==> config.mk <==
export PLATFORM = sky130hd
export DESIGN_NAME = gcb_buffer
export DESIGN_NICKNAME = d
export VERILOG_FILES = /design/src/rtl/gcb_pkg.sv /design/src/rtl/gcb_wr_ptr.sv /design/src/rtl/gcb_bank.sv /design/src/rtl/gcb_page_ctl.sv /design/src/rtl/gcb_buffer.sv
export SDC_FILE = /design/constraint.sdc
export NUM_CORES = 2
export LEC_CHECK = 0
export ABC_AREA = 1
export BUFFER_PORTS_ARGS = -buffer_cell sky130_fd_sc_hd__clkbuf_2
export CAP_MARGIN = 30
export CORE_MARGIN = 2
export CORE_UTILIZATION = 45
export CTS_CLUSTER_DIAMETER = 60
export DETAILED_ROUTE_END_ITERATION = 10
export PLACE_DENSITY = 0.71
export SYNTH_ARGS = -nofsm -noshare
export SYNTH_HDL_FRONTEND = slang
export SYNTH_SLANG_ARGS = --single-unit
==> constraint.sdc <==
create_clock -name clk -period 5.9 [get_ports clk]
set_clock_uncertainty 0.05 [all_clocks]
set_input_delay 0 -clock clk [delete_from_list [all_inputs] [get_ports clk]]
set_output_delay 0 -clock clk [all_outputs]
set_load 0.005 [all_outputs]
==> src/rtl/gcb_pkg.sv <==
package gcb_pkg;
  localparam int CMD_W  = 16;
  localparam int LANES  = 4;
  localparam int WORD_W = CMD_W * LANES;

  // Zero every lane whose mask bit is clear (switches off).
  function automatic logic [WORD_W-1:0] lane_gate(input logic [WORD_W-1:0] w,
                                                  input logic [LANES-1:0]  m);
    logic [WORD_W-1:0] r;
    for (int j = 0; j < LANES; j++)
      r[j*CMD_W +: CMD_W] = m[j] ? w[j*CMD_W +: CMD_W] : '0;
    return r;
  endfunction

  // Slot k -> bank (k mod 2), address (k div 2).
  function automatic logic slot_bank(input logic [15:0] k);
    return k[0];
  endfunction
endpackage

==> src/rtl/gcb_wr_ptr.sv <==
module gcb_wr_ptr #(
  parameter int AW = 3
) (
  input  logic          clk,
  input  logic          rst_n,
  input  logic          vld,
  input  logic          eof,
  output logic [AW-1:0] ptr
);
  logic [AW-1:0] ptr_q;

  always_ff @(posedge clk) begin
    if (!rst_n)    ptr_q <= '0;
    else if (eof)  ptr_q <= '0;
    else if (vld)  ptr_q <= ptr_q + 1'b1;
  end

  assign ptr = ptr_q;

  p_ptr_clear_r5: assert property (@(posedge clk) disable iff (!rst_n)
    eof |=> ptr == '0);
  p_ptr_step_r3: assert property (@(posedge clk) disable iff (!rst_n)
    (vld && !eof) |=> ptr == AW'($past(ptr) + 1'b1));
  p_ptr_hold_r3: assert property (@(posedge clk) disable iff (!rst_n)
    (!vld && !eof) |=> $stable(ptr));
endmodule

==> src/rtl/gcb_bank.sv <==
module gcb_bank #(
  parameter int AW = 3,
  parameter int W  = 64
) (
  input  logic          clk,
  input  logic          we,
  input  logic          wpage,
  input  logic [AW-1:0] waddr,
  input  logic [W-1:0]  wdata,
  input  logic          rpage,
  input  logic [AW-1:0] raddr,
  output logic [W-1:0]  rdata
);
  localparam int DEPTH = 2 << AW;

  logic [W-1:0] mem [DEPTH];

  always_ff @(posedge clk) begin
    if (we) mem[{wpage, waddr}] <= wdata;
  end

  assign rdata = mem[{rpage, raddr}];
endmodule

==> src/rtl/gcb_page_ctl.sv <==
module gcb_page_ctl (
  input  logic clk,
  input  logic rst_n,
  input  logic eof,
  input  logic cyc_last,
  input  logic wr_any,
  output logic wr_page,
  output logic rd_page,
  output logic pending
);
  logic page_q, pend_q, swap;

  assign swap = cyc_last & (pend_q | eof);

  always_ff @(posedge clk) begin
    if (!rst_n) begin
      page_q <= 1'b0;
      pend_q <= 1'b0;
    end else begin
      if (swap) page_q <= ~page_q;
      pend_q <= swap ? 1'b0 : (pend_q | eof);
    end
  end

  assign wr_page = page_q;
  assign rd_page = ~page_q;
  assign pending = pend_q;

  p_boundary_only_r7: assert property (@(posedge clk) disable iff (!rst_n)
    !cyc_last |=> $stable(rd_page));
  p_pending_swaps_r7: assert property (@(posedge clk) disable iff (!rst_n)
    (pending && cyc_last) |=> rd_page != $past(rd_page));
  p_no_write_pending_r6: assert property (@(posedge clk) disable iff (!rst_n)
    pending |-> !wr_any);
endmodule

==> src/rtl/gcb_buffer.sv <==
module gcb_buffer
  import gcb_pkg::*;
#(
  parameter int GROUPS = 8,
  localparam int AW     = $clog2(GROUPS),
  localparam int SLOT_W = AW + 1
) (
  input  logic              clk,
  input  logic              rst_n,
  input  logic [WORD_W-1:0] wr_cmd0,
  input  logic              wr_vld0,
  input  logic [WORD_W-1:0] wr_cmd1,
  input  logic              wr_vld1,
  input  logic              wr_eof,
  input  logic              cyc_last,
  input  logic [SLOT_W-1:0] rd_slot,
  input  logic [LANES-1:0]  rd_mask,
  output logic [WORD_W-1:0] rd_cmd
);
  logic              wr_page, rd_page, pending;
  logic              vld   [2];
  logic [WORD_W-1:0] wdat  [2];
  logic [AW-1:0]     ptr   [2];
  logic [WORD_W-1:0] rdat  [2];
  logic [AW-1:0]     raddr;
  logic              rbank;
  logic [WORD_W-1:0] cmd_q;

  assign vld[0]  = wr_vld0;
  assign vld[1]  = wr_vld1;
  assign wdat[0] = wr_cmd0;
  assign wdat[1] = wr_cmd1;
  assign raddr   = rd_slot[SLOT_W-1:1];
  assign rbank   = slot_bank(16'(rd_slot));

  gcb_page_ctl u_page (
    .clk(clk), .rst_n(rst_n), .eof(wr_eof), .cyc_last(cyc_last),
    .wr_any(wr_vld0 | wr_vld1), .wr_page(wr_page), .rd_page(rd_page),
    .pending(pending)
  );

  for (genvar b = 0; b < 2; b++) begin : g_bank
    gcb_wr_ptr #(.AW(AW)) u_ptr (
      .clk(clk), .rst_n(rst_n), .vld(vld[b]), .eof(wr_eof), .ptr(ptr[b])
    );
    gcb_bank #(.AW(AW), .W(WORD_W)) u_ram (
      .clk(clk), .we(vld[b]), .wpage(wr_page), .waddr(ptr[b]),
      .wdata(wdat[b]), .rpage(rd_page), .raddr(raddr), .rdata(rdat[b])
    );
  end

  always_ff @(posedge clk) begin
    if (!rst_n) cmd_q <= '0;
    else        cmd_q <= lane_gate(rdat[rbank], rd_mask);
  end

  assign rd_cmd = cmd_q;

  for (genvar j = 0; j < LANES; j++) begin : g_lane_chk
    p_lane_off_r9: assert property (@(posedge clk) disable iff (!rst_n)
      !rd_mask[j] |=> rd_cmd[j*CMD_W +: CMD_W] == '0);
  end
endmodule

Word-level counts from Yosys, hierarchy flattened
Memory sizes are Yosys's and may differ from the RTL's.
Cells that the tools add are included.
{ "op_classes": {"add_sub_neg": 2, "order_cmp": 1, "mux": 7, "bitwise": 5, "reduce_logical": 6} }
{ "ops": {"columns": ["cell", "n"], "rows": [
  ["64-bit 2-to-1 mux", 3],
  ["2-bit AND reduction", 4],
  ["3-bit by 1-bit adder with 3-bit output (second input constant)", 2],
  ["1-bit 2-to-1 mux", 4],
  ["2-bit OR reduction", 2],
  ["2-bit greater-or-equal comparator (second input constant)", 1],
  ["1-bit inverter", 2],
  ["1-bit inverter with 2-bit output", 1],
  ["1-bit bitwise AND", 1],
  ["1-bit OR", 1]
]} }
{ "totals": {"ff_bits": 72, "ram_bits": 2048, "in_bits": 142, "out_inout_bits": 64, "wordCells": 31, "mem_count": 2} }
{ "memory_table": {"columns": ["name", "depth", "word_bits", "rd", "rd_clocked_by_memory_dff", "write_ports", "line_no", "text"], "rows": [
  ["g_bank[0].u_ram.mem", 16, 64, 1, 0, 1, "gcb_bank.sv:16", "logic [W-1:0] mem [DEPTH];"],
  ["g_bank[1].u_ram.mem", 16, 64, 1, 0, 1, "gcb_bank.sv:16", null]
]} }

Logic depth before layout (Yosys ltp)
An unclocked memory read counts as a cell.
{ "logic_depth": {"depth_word": 5, "ltp_mapped": 13} }

Modules after synthesis
Synthesis repeated with hierarchy kept, for this count alone.
{ "hier_totals": {"hier_cells": 8754, "area_unflattened_um2": 91092.4} }
{ "by_module_without_submodules": {"columns": ["module", "instances", "cells_per_inst", "area_per_inst_um2", "seq_area_each_um2"], "rows": [
  ["gcb_bank", 2, 4146, 44004.7, 30749.5],
  ["gcb_buffer", 1, 411, 2712.6, 1281.2],
  ["gcb_wr_ptr", 2, 20, 140.1, 60.1],
  ["gcb_page_ctl", 1, 11, 90.1, 40.0]
]} }

Worst setup path after synthesis
No wires, ideal clock.
{ "synth_path": {"path_kind": "reg-to-reg", "start": "register u_page.page_q (netlist: u_page.wr_page)", "end": "memory g_bank[0].u_ram.mem[15][0] (enable)", "arrival_time_ps": 3832, "path_slack_ps": 1531, "stages_incl_launch_ff": 6, "period_less_slack_ps": 4369, "cell_sequence": "dfxtp_1 > buf_2 > clkbuf_1 > clkbuf_1 > nand2_1 > nor2_1"} }
{ "synth_rtl": {"columns": ["item", "line_no", "text"], "rows": [
  ["start, declared", "gcb_page_ctl.sv:11", "logic page_q, pend_q, swap;"],
  ["start signal, assigned", "gcb_page_ctl.sv:20", "if (swap) page_q <= ~page_q;"],
  ["end, declared", "gcb_bank.sv:16", null]
]} }
Straight into the memory's write port.

Worst setup path in the final report
{ "layout_path": {"start": "input port rd_slot[2]", "end": "register cmd_q[8] (netlist: rd_cmd[8])"} }
{ "layout_via": {"elab_chain_len": 4} }
{ "layout_rtl": {"columns": ["item", "line_no", "text"], "rows": [
  ["start, declared", "gcb_buffer.sv:16", "input logic [SLOT_W-1:0] rd_slot,"],
  ["memory 16 x 64 bit", null, null],
  ["64-bit 2-to-1 mux (implied by the code) (*) (3 in a row)", "gcb_buffer.sv:54", "else cmd_q <= lane_gate(rdat[rbank], rd_mask);"],
  ["end signal, assigned", "gcb_buffer.sv:54", null],
  ["end, declared", "gcb_buffer.sv:27", "logic [WORD_W-1:0] cmd_q;"]
]} }
Mark *: on every way between the ends. The rest lies on a longest branch, timed or not. The select of a mux whose other input is x is not followed.
A chain may end at the register's enable or synchronous reset.

==> metrics.cfg <==
[global_route]
grt_pass1_wl_um = 346000
grt_overflow = 0
antenna_found_initial = 29
grt_max_degree = 230
grt_util_all_layers = 0.242
grt_pass1_vias = 53000

[sta]
period_share = 0.704
worst_pin_slew_ns = 1.17
grt_setup_unrepaired = no
max_freq_mhz = 241
slew_headroom = 0.219
maxSlewViolCount = 0
finalSetupViolations = 0
fin_crit_ns = 4.15
timing_hold_violations_final = 0
tns_ns = 0

[clock_network]
numCtsBuffers = 187
clock_latency_ns = 0.82
cts_num_sinks = 2120
cts_tree = built
path_clk_slew_ns = 0.06
root_buffer = clkbuf_16
clk_path_buf_depth = 3
htree_levels = 4
post_cts_resized = 0

[final_layout]
multi_input_area_um2 = 19200
nFillCells = 15100
area_delta_synth_final_pct = 12.9
drive_gt1_frac = 0.0810
final_nets = 7401
ff_latch_area_um2 = 62900
utilization = 0.512
design_area_um2 = 95100

[setup_path]
slowest_delay_ns = 0.84
cp.required_ns = 6.56
r2r_slack_ns = 2.30
arrival_ns = 4.81
crit_start = rd_slot[2]
cp-end-kind = flop
path_max_fanout = 70
r2r-end = g_bank[0].u_ram.mem[15][10]$_DFFE_PP_
path_cells = dlygate4sd3_1 -> buf_8 -> buf_4 -> buf_4 -> nand3_1 -> nand3_1 -> nand2_1 -> nand2_1 -> nand3_1 -> nand2_1 -> dlygate4sd3_1 -> nor2_1 -> dlygate4sd3_1
slowest_stage = buf_4
ff2ff_path_depth = 4
cp-start-kind = primary input
crit_path_end = rd_cmd[8]$_SDFF_PN0_
critPathKind = in -> reg
rr_startpoint = u_page.wr_page$_SDFFE_PN0P_

[logic_synthesis]
syn-cell-area_um2 = 84200
postSynthNetCount = 7211
syn_avg_cell_area_um2 = 11.9
ys_ff_latch = 2120
synth_edf_count = 2048
ys_seq_area_frac = 0.747
synthCells = 7061
ys.warnings.count = 0
async_reset_ff_frac = 0
synth_ff_type = edfxtp_1
ys_types = 19

[power_and_ir_drop]
ir_drop_mv = 0.226
static-leakage-power_nw = 34.4
pwr_density_cell_nw_per_um2 = 327

[floorplanning]
placementRows = 158
ios = 206
fp.dieW_um = 437
start_util = 0.454
core-area_um2 = 186000
die_area_um2 = 191000
fp.dieH_um = 437

[drt]
routed_wl_um = 235000
viasPerCell = 5.64
drc = 0
avgRoutedWirePerCell_um = 23.8
antenna_left = 0
drt_iter0_drc = 7473
drtPass1Iterations = 6
vias = 55800

[placement]
gp_congestion = 0.873
placed_area_um2 = 87500
hpwlAfterDp_um = 128000
portBuffers = 205

[run_status]
status = finished, final reports clean

[job]
maxCapViolations = 0

[worst_hold_path]
hold_path_class = in -> reg

## per-stage QoR
step	worst slack [ns]	cells	power (mW)	hold slack (ns)
2_1_floorplan	1.53	7061	18.2	0.0285
3_3_place_gp	2.43	9391	19.0	0.133
6_report	1.75	9895	31.1	0.0443
5_1_grt	1.64	9893	31.8	0.0802
4_1_cts	1.92	9882	31.1	0.00977
3_5_place_dp	2.33	9396	19.0	0.141
## cells by family (layout without fill, tap and decap cells)
kind of cell / Yosys count / after routing / synth area share
AND/OR/NAND/NOR: 4454 / 4454 / 0.222
flip-flops: 2120 / 2120 / 0.747
buffers and inverters: 462 / 804 / 0.0280
AO/OA/AOI/OAI: 16 / 16 / 0.000951
adder cells (fa/ha/maj): 8 / 8 / 0.00119
XOR/XNOR: 1 / 1 / 0.000104
other: 0 / 12 / 0
## final cells by class
cell class | instances | area share
sequential | 2120 | 0.662
inverter | 17 | 0.00105
clock buffer | 241 | 0.0536
timing repair buffer | 446 | 0.0382
tap | 2480 | 0.0326
antenna | 12 | 0.000316
clock inverter | 100 | 0.0107
multi-input combinational | 4479 | 0.202
## report_power, final
part | internal, mW | switching (mW) | leakage [nW]
Clock | 6.96 | 5.28 | 2.99
Sequential | 16.7 | 0.0729 | 19.1
Combinational | 0.525 | 1.56 | 12.3
Total | 24.2 | 6.91 | 34.4
## placed cells by master, fill, tap and decap left out, types with 40 or more instances in the layout
cell type,count
dlygate4sd3_1,145
edfxtp_1,2048
dfxtp_1,71
buf_4,66
clkinv_1,40
clkbuf_2,201
clkbuf_16,193
nor2_1,127
nand2_1,2680
nand3_1,1614
## worst max-delay path: cells and delay by family
family,cells,cell delay (ns)
and+or+nand+nor,7,0.78
buffers and inverters,6,3.74
## how the worst min path moves through the flow
| stage | start | to | slack (ns) | cells after the start |
|---|---|---|---|---|
| 2_1_floorplan | cyc_last | u_page.pending$_SDFF_PP0_ | 0.03 | 1 |
| 3_3_place_gp | cyc_last | u_page.pending$_SDFF_PP0_ | 0.13 | 2 |
| 3_5_place_dp | cyc_last | u_page.pending$_SDFF_PP0_ | 0.14 | 2 |
| 4_1_cts | cyc_last | u_page.wr_page$_SDFFE_PN0P_ | 0.01 | 4 |
| 5_1_grt | rd_mask[1] | rd_cmd[31]$_SDFF_PN0_ | 0.08 | 5 |
| 6_report | cyc_last | u_page.wr_page$_SDFFE_PN0P_ | 0.04 | 4 |
## routing by layer
layer | part of all wire | global-route usage
met5 | 0.00063 | 0
met4 | 0.063 | 0.147
met3 | 0.091 | 0.0377
met2 | 0.47 | 0.384
met1 | 0.37 | 0.316
## Yosys cell counts, types with 8 or more instances
cell type,instances,area share
buf_6,11,0.0015
buf_1,37,0.0016
edfxtp_1,2048,0.73
nor2_1,159,0.0071
buf_4,58,0.0052
buf_2,239,0.014
dfxtp_1,72,0.017
nand3_1,1614,0.096
nand2_1,2680,0.12
ha_1,8,0.0012
inv_1,14,0.00062
a21oi_1,12,0.00071
clkbuf_1,98,0.0044
## what timing repair did
item                                    in CTS  in global routing
hold buffers                               145                  0
endpoints found under the setup margin       0                  0
setup buffers                                0                  0
endpoints found under the hold margin     2148                  0
## sequential cells by signal, summed over array words and instances, names as in the netlist
signal,cells
g_bank.u_ptr.ptr,6
g_bank.u_ram.mem,2048
rd_cmd,64
u_page.pending,1
u_page.wr_page,1
Note: power is estimated with default switching activity, not from simulation.
